`src/rtl/swp_pkg.sv`:
```
package swp_pkg;

    localparam int DEF_PC_W         = 32;
    localparam int DEF_IDX_W        = 10;
    localparam int DEF_IDX_LSB      = 2;
    localparam int DEF_CLEAR_PERIOD = 16384;
    localparam int DEF_OLD_W        = 6;

    // Registered lookup result travelling with a fetched load
    typedef struct packed {
        logic valid;
        logic wait_bit;
    } pred_t;

    // Issue gate decision for one candidate load
    typedef enum logic [1:0] {
        GATE_IDLE = 2'd0,
        GATE_PASS = 2'd1,
        GATE_HOLD = 2'd2
    } gate_e;

    function automatic gate_e gate_decide(input logic valid,
                                          input logic flagged,
                                          input logic stores_clear);
        if (!valid)
            return GATE_IDLE;
        else if (flagged && !stores_clear)
            return GATE_HOLD;
        else
            return GATE_PASS;
    endfunction

endpackage

```
`src/rtl/swp_clear_timer.sv`:
```
module swp_clear_timer #(
    parameter int CLEAR_PERIOD = swp_pkg::DEF_CLEAR_PERIOD
) (
    input  logic clk,
    input  logic rst,
    output logic clr_o
);
    localparam int CNT_W = (CLEAR_PERIOD > 2) ? $clog2(CLEAR_PERIOD) : 1;
    localparam logic [CNT_W-1:0] LAST = CNT_W'(CLEAR_PERIOD - 1);

    logic [CNT_W-1:0] cnt_q;

    always_ff @(posedge clk) begin
        if (rst)
            cnt_q <= '0;
        else if (cnt_q == LAST)
            cnt_q <= '0;
        else
            cnt_q <= cnt_q + 1'b1;
    end

    assign clr_o = (cnt_q == LAST);


    clear_gap_chk: assert property (@(posedge clk) disable iff (rst)
        clr_o |=> !clr_o);

endmodule

```
`src/rtl/swp_table.sv`:
```
module swp_table #(
    parameter int IDX_W = swp_pkg::DEF_IDX_W
) (
    input  logic                clk,
    input  logic                rst,
    input  logic                clr_i,
    input  logic                set_v_i,
    input  logic [IDX_W-1:0]    set_idx_i,
    input  logic                rd_v_i,
    input  logic [IDX_W-1:0]    rd_idx_i,
    output swp_pkg::pred_t      rd_o
);
    import swp_pkg::*;

    localparam int ENTRIES = 1 << IDX_W;

    logic [ENTRIES-1:0] flag_q;
    pred_t              rd_q;

    for (genvar i = 0; i < ENTRIES; i++) begin : g_entry
        logic hit;
        assign hit = set_v_i && (set_idx_i == IDX_W'(i));
        always_ff @(posedge clk) begin
            if (rst)
                flag_q[i] <= 1'b0;
            else if (hit)
                flag_q[i] <= 1'b1;
            else if (clr_i)
                flag_q[i] <= 1'b0;
        end
    end

    always_ff @(posedge clk) begin
        if (rst) begin
            rd_q <= '0;
        end else begin
            rd_q.valid    <= rd_v_i;
            rd_q.wait_bit <= rd_v_i && flag_q[rd_idx_i];
        end
    end

    assign rd_o = rd_q;


    set_sticks_chk: assert property (@(posedge clk) disable iff (rst)
        set_v_i |=> flag_q[$past(set_idx_i)]);


    clear_wipes_chk: assert property (@(posedge clk) disable iff (rst)
        (clr_i && !set_v_i) |=> (flag_q == '0));


    set_over_clear_chk: assert property (@(posedge clk) disable iff (rst)
        (clr_i && set_v_i) |=> ($countones(flag_q) == 1));


    lookup_latency_chk: assert property (@(posedge clk) disable iff (rst)
        rd_v_i |=> rd_o.valid);


    lookup_idle_chk: assert property (@(posedge clk) disable iff (rst)
        !rd_v_i |=> !rd_o.valid);

endmodule

```
`src/rtl/swp_issue_gate.sv`:
```
module swp_issue_gate #(
    parameter int OLD_W = swp_pkg::DEF_OLD_W
) (
    input  logic             clk,
    input  logic             rst,
    input  logic             iss_valid_i,
    input  logic             iss_wait_i,
    input  logic [OLD_W-1:0] older_i,
    output logic             grant_o,
    output logic             hold_o
);
    import swp_pkg::*;

    gate_e dec;

    always_comb begin
        dec     = gate_decide(iss_valid_i, iss_wait_i, older_i == '0);
        grant_o = (dec == GATE_PASS);
        hold_o  = (dec == GATE_HOLD);
    end


    plain_pass_chk: assert property (@(posedge clk) disable iff (rst)
        (iss_valid_i && !iss_wait_i) |-> grant_o);


    hold_excl_chk: assert property (@(posedge clk) disable iff (rst)
        !(grant_o && hold_o));

endmodule

```
`src/rtl/store_wait_predictor.sv`:
```
module store_wait_predictor #(
    parameter int PC_W         = swp_pkg::DEF_PC_W,
    parameter int IDX_W        = swp_pkg::DEF_IDX_W,
    parameter int IDX_LSB      = swp_pkg::DEF_IDX_LSB,
    parameter int CLEAR_PERIOD = swp_pkg::DEF_CLEAR_PERIOD,
    parameter int OLD_W        = swp_pkg::DEF_OLD_W
) (
    input  logic             clk,
    input  logic             rst,
    input  logic             fetch_valid,
    input  logic [PC_W-1:0]  fetch_pc,
    input  logic             viol_valid,
    input  logic [PC_W-1:0]  viol_pc,
    output logic             lookup_valid,
    output logic             lookup_wait,
    input  logic             iss_valid,
    input  logic             iss_wait,
    input  logic [OLD_W-1:0] older_stores,
    output logic             iss_grant,
    output logic             iss_hold
);
    import swp_pkg::*;

    localparam int IDX_HI = IDX_LSB + IDX_W;

    logic [IDX_W-1:0] rd_idx;
    logic [IDX_W-1:0] set_idx;
    logic             clr;
    pred_t            pred;
    logic             unused_pc_bits;

    assign rd_idx  = fetch_pc[IDX_LSB +: IDX_W];
    assign set_idx = viol_pc[IDX_LSB +: IDX_W];

    // Address bits outside the index slice play no part in the lookup
    if (IDX_LSB > 0 && IDX_HI < PC_W) begin : g_unused_both
        assign unused_pc_bits = ^{fetch_pc[IDX_LSB-1:0], fetch_pc[PC_W-1:IDX_HI],
                                  viol_pc[IDX_LSB-1:0], viol_pc[PC_W-1:IDX_HI]};
    end else if (IDX_LSB > 0) begin : g_unused_low
        assign unused_pc_bits = ^{fetch_pc[IDX_LSB-1:0], viol_pc[IDX_LSB-1:0]};
    end else if (IDX_HI < PC_W) begin : g_unused_high
        assign unused_pc_bits = ^{fetch_pc[PC_W-1:IDX_HI], viol_pc[PC_W-1:IDX_HI]};
    end else begin : g_unused_none
        assign unused_pc_bits = 1'b0;
    end

    swp_clear_timer #(
        .CLEAR_PERIOD(CLEAR_PERIOD)
    ) u_timer (
        .clk   (clk),
        .rst   (rst),
        .clr_o (clr)
    );

    swp_table #(
        .IDX_W(IDX_W)
    ) u_table (
        .clk       (clk),
        .rst       (rst),
        .clr_i     (clr),
        .set_v_i   (viol_valid),
        .set_idx_i (set_idx),
        .rd_v_i    (fetch_valid),
        .rd_idx_i  (rd_idx),
        .rd_o      (pred)
    );

    swp_issue_gate #(
        .OLD_W(OLD_W)
    ) u_gate (
        .clk         (clk),
        .rst         (rst),
        .iss_valid_i (iss_valid),
        .iss_wait_i  (iss_wait),
        .older_i     (older_stores),
        .grant_o     (iss_grant),
        .hold_o      (iss_hold)
    );

    assign lookup_valid = pred.valid;
    assign lookup_wait  = pred.wait_bit;


    reset_quiet_chk: assert property (@(posedge clk)
        rst |=> !lookup_valid);

endmodule

```
`config.mk`:
```
export PLATFORM = sky130hd
export DESIGN_NAME = store_wait_predictor
export DESIGN_NICKNAME = d
export VERILOG_FILES = /design/src/rtl/swp_pkg.sv /design/src/rtl/swp_clear_timer.sv /design/src/rtl/swp_table.sv /design/src/rtl/swp_issue_gate.sv /design/src/rtl/store_wait_predictor.sv
export SDC_FILE = /design/constraint.sdc
export NUM_CORES = 2
export LEC_CHECK = 0
export CAP_MARGIN = 5
export CORE_MARGIN = 2
export CORE_UTILIZATION = 57
export CTS_CLUSTER_SIZE = 28
export DETAILED_ROUTE_END_ITERATION = 10
export DONT_BUFFER_PORTS = 1
export GPL_TIMING_DRIVEN = 0
export PLACE_DENSITY = 0.83
export SKIP_CTS_REPAIR_TIMING = 1
export SLEW_MARGIN = 10
export SYNTH_ARGS = -nofsm -noshare
export SYNTH_HDL_FRONTEND = slang
export SYNTH_SLANG_ARGS = --single-unit
```
`constraint.sdc`:
```
create_clock -name clk -period 2.6 [get_ports clk]
set_input_delay 0.52 -clock clk [delete_from_list [all_inputs] [get_ports clk]]
set_output_delay 0.52 -clock clk [all_outputs]
set_load 0.02 [all_outputs]
```
==> After elaboration in Yosys (flattened, before gate mapping) <==
Cells that the tools add are included.
{ "op_classes": {"add_sub_neg": 1, "magnitude_cmp": 1, "n_shift": 0, "mux": 1029, "mul": 0, "n_div": 0, "reduce_logical": 2054, "n_bitwise": 0, "eq_ne": 1026} }
{ "ops": {"columns": ["cell", "count"], "rows": [
  ["$eq 10x10->1 const B", 512],
  ["$eq 10x9->1 const B", 256],
  ["$reduce_bool 2->1", 1024],
  ["$eq 10x8->1 const B", 128],
  ["$logic_and 1x1->1", 1026],
  ["$mux 1", 1026],
  ["$eq 10x7->1 const B", 64],
  ["$eq 10x6->1 const B", 32],
  ["$eq 10x5->1 const B", 16],
  ["$eq 10x4->1 const B", 8],
  ["$eq 10x3->1 const B", 4],
  ["$eq 10x2->1 const B", 2],
  ["$add 14x1->14 const B", 1],
  ["$eq 14x14->1 const B", 1],
  ["$lt 10x11->1 const B", 1],
  ["$bmux 1 s10", 1],
  ["$eq 10x1->1 const B", 1],
  ["$logic_not 10->1", 1],
  ["$logic_not 6->1", 1],
  ["$mux 2", 2],
  ["$eq 2x1->1 const B", 1],
  ["$eq 2x2->1 const B", 1],
  ["$reduce_or 2->1", 1],
  ["$logic_not 1->1", 1]
]} }
{ "totals": {"romBits": 0, "register_bits": 1040, "latchBits": 0, "output_inout_bits": 4, "mem_bits_rw": 0, "elab_cells": 5138, "n_memories": 0} }

==> Logic depth before layout (Yosys ltp) <==
{ "depth": {"depth_word": 6, "depth_mapped": 13} }

==> Hierarchy <==
From an unflattened synthesis, not the netlist that was laid out.
{ "hier_totals": {"cells_unflattened": 5649, "hier_area_um2": 48198.7} }
{ "by_module_without_submodules": {"columns": ["module", "cells_each", "area_per_inst_um2", "instances"], "rows": [
  ["swp_table", 5580, 47466.8, 1],
  ["swp_clear_timer", 64, 691.9, 1],
  ["swp_issue_gate", 5, 40.0, 1]
]} }

==> Worst setup path after synthesis <==
Ideal clock, no wire load.
{ "synth_timing": {"path_type": "input to register", "from": "input port fetch_pc[2]", "to": "register u_table.rd_q (netlist bit u_table.rd_o[0])", "setup_slack_ns": 0.144, "t_arrival_ns": 2.324, "stages": 10, "setup_time_ns": 0.132, "cell_sequence": "buf_6 buf_12 buf_12 mux4_1 o22ai_1 nor3_1 o32ai_1 a211oi_1 nor4_1 a211oi_2"} }
{ "synth_between": {"elab_chain_cells": 3} }
{ "synth_lines": {"columns": ["item", "line_no", "source"], "rows": [
  ["start: declaration", "store_wait_predictor.sv:11", "input logic [PC_W-1:0] fetch_pc,"],
  ["$bmux 1 s10", "swp_table.sv:38", "rd_q.wait_bit <= rd_v_i && flag_q[rd_idx_i];"],
  ["$mux 1 (implied by the code)", "swp_table.sv:38", null],
  ["$logic_and 1x1->1", "swp_table.sv:38", null],
  ["end: declaration", "swp_table.sv:18", "pred_t rd_q;"]
]} }
No other way between the ends. The select of a mux whose other input is x is not followed.
A chain may end at the register's enable or synchronous reset.

==> Worst setup path in the final report <==
{ "layout_timing": {"from": "input port fetch_pc[6]", "to": "register u_table.rd_q (netlist bit u_table.rd_o[0])"} }
Same word-level chain as after synthesis.

==> results_dict.tcl <==
set metrics [dict create \
    num_io_pins 80 \
    synth-xor-area-share_pct 0.210 \
    grt_overflow 0 \
    grt_pass1_vias 35336 \
    hold_path_class "in -> reg" \
    hold_slack_ps 164 \
    dp_hpwl_um 135000 \
    endpoint_kind "flip-flop" \
    fin_tns_setup_ps -10570 \
    worst_pin_slew_ps 1510 \
    critPathRequiredTime_ps 3190 \
    period_needed_ps 2880 \
    violations "design-rule violations, max-capacitance violations, max-slew violations, negative setup slack" \
    start_util_pct 57.3 \
    numCtsBuffers 106 \
    routed_wl_um 199000 \
    die_height_um 274 \
    r2r-end "u_table.flag_q[299]" \
    synth.top_cell.area_share_pct 50.0 \
    p_per_area_nw_per_um2 736 \
    worstPathMaxFanout 10 \
    reg2reg_depth 9 \
    cts.path.max_buffers 3 \
    drc 2 \
    drv_slew 11 \
    detail_route.wl_per_cell_um 37.6 \
    via_per_inst 7.38 \
    placed_area_um2 42900 \
    synth-simple-area-share_pct 9.66 \
    portBuffers 0 \
    vias 39015 \
    cts_tree "yes" \
    maxCapViolations 1 \
    synth_most_common_cell "dfxtp_1" \
    whs_endpoint "u_table.rd_o[1]" \
    fin_skew_ps 26.3 \
    syn_avg_cell_area_um2 10.1 \
    setup_ws_ps -275 \
    synth_warnings 0 \
    cts_root_buffer "clkbuf_16" \
    synth_top_family_by_area "compound AO/OA/AOI/OAI gates" \
    grt_pass1_wl_um 269000 \
    crit_type "in -> reg" \
    crit_path_start_kind "primary input" \
    die_area_um2 75300 \
    synthTopCellsByArea "dfxtp_1 (50%), a22o_1 (11%), mux4_2 (7.0%), o21ai_0 (6.2%), nand2_1 (5.9%)" \
    clk-insertion-delay-late_ps 700 \
    cp.arrival_ps 3460 \
    synth_nets 4187 \
    die_x_um 274 \
    synth_cell_type_count 57 \
    netlist_instances 4110 \
    grt_max_degree 16 \
    syn_area_um2 41700 \
    setup_viol 159 \
    max_freq_mhz 348 \
    drive_gt1_share_pct 14.7 \
    finalCritPeriodShare_pct 111 \
    ys_async_sr_fraction_pct 0 \
    gp_congestion 1.07 \
    rrSetupSlack_ps -60 \
    synth-edff-count 0 \
    numClockSinks 1040 \
    placementRows 99 \
    drtIter0Drc 7243 \
    status "complete, but fails checks" \
    synth_flop_cell "dfxtp_1" \
    syn_to_final_growth_pct 14.9 \
    ys_seq_area_share_pct 50.0 \
    worstHoldStart "fetch_valid" \
    design.core.area_um2 72700 \
    ys_ff_latch 1040 \
    drt_first_pass_iters 11 \
    cts_max_level 3 \
    rsz0062_at_grt "yes" \
    fin_nets 4309 \
    synth_compound_area_share_pct 22.0 \
    synth_mux_area_share_pct 13.1 \
    antenna_left 0 \
    reg2reg_from "u_timer.cnt_q[2]" \
    power_leakage_nw 17.4 \
    synth_fa_ha_area_share_pct 0.0300 \
    final_cell_area_um2 47900 \
    slew_headroom_pct -0.821 \
    antenna_found_initial 7 \
    netlist_top_cells_count "dfxtp_1 (1,040), nand2_1 (659), a22o_1 (540), o21ai_0 (517), mux2i_1 (246)" \
    worstHoldPathCells 2 \
    vdd_drop_max_mv 0.667 \
    dp_slack_ps -2030 \
    path_clk_slew_ps 60 \
    final-hold-violation-count 0 \
    netlist.top_cell.by_area "dfxtp_1" \
    track_usage_pct 51.4 \
]
layer usage:
layer	part of all wire, %	wire (um)	GRT usage, %
met3	17	34600	24.4
met5	0.0065	13	0.128
met1	35	69800	64.6
met4	9.8	19600	40.9
met2	38	75000	66.5
registers in the layout, indices dropped and copies added, names as in the netlist:
register / cells
u_table.flag_q: 1024
u_timer.cnt_q: 14
u_table.rd_o: 2
stage by stage:
stage                     utilization [%]  instances  power, mW
after global placement               58.9       5069       18.6
final                                65.8       5286       35.2
after CTS                            64.3       5272       34.6
after global routing                 65.8       5283       35.5
after floorplan                         -       4110       17.5
after detailed placement             59.1       5072       18.6
cells by family after synthesis:
kind of cell	after synthesis
AOI/OAI and AO/OA	1309
xor gates and xnor gates	10
adders and majority gates	1
buffers and inverters	382
DFF	1040
muxes	379
and+or+nand+nor	989
cell usage in the layout (no fill, tap or decap), drive strengths merged, types with 15 or more instances in the layout:
master,count
nor2,181
nand2,659
buf,166
dfxtp,1040
o221ai,108
mux2i,246
nand3,24
nand4,15
nor3,48
clkbuf,374
a22o,540
a21oi,58
mux4,133
o22ai,56
clkinv,30
o21ai,521
cell type report:
type | instances | area [um2]
Fill cell | 5679 | 24800
Timing Repair Buffer | 14 | 155
Tap cell | 959 | 1200
Inverter | 5 | 22.5
Sequential cell | 1040 | 20800
Clock inverter | 50 | 669
Multi-Input combinational cell | 2688 | 19200
Antenna cell | 3 | 7.51
Clock buffer | 150 | 3120
Buffer | 377 | 2680
critical path: stages:
cell	delay [ps]
buf_2	270
clkinvlp_4	240
buf_2	340
clkbuf_4	390
o221ai_4	190
nand2_1	180
a32oi_1	250
nand4_1	220
nor4_4	380
nor3_2	90
a211oi_4	340
how the worst max path moves through the flow:
stage	from	to	slack [ps]	cells after the start
6_report	fetch_pc[6]	u_table.rd_o[0]	-280	11
5_1_grt	fetch_pc[3]	u_table.rd_o[0]	-140	11
4_1_cts	fetch_pc[6]	u_table.rd_o[0]	-1370	11
3_5_place_dp	fetch_pc[6]	u_table.rd_o[0]	-2030	11
3_3_place_gp	fetch_pc[3]	u_table.rd_o[0]	-2470	10
2_1_floorplan	fetch_pc[2]	u_table.rd_o[0]	140	10
power breakdown:
| part | internal (mW) | total [mW] | switching, mW |
|---|---|---|---|
| Combinational | 0.636 | 2.74 | 2.10 |
| Sequential | 15.9 | 16.0 | 0.0145 |
| Clock | 9.61 | 16.5 | 6.94 |
Note: power is estimated with default switching activity, not from simulation.
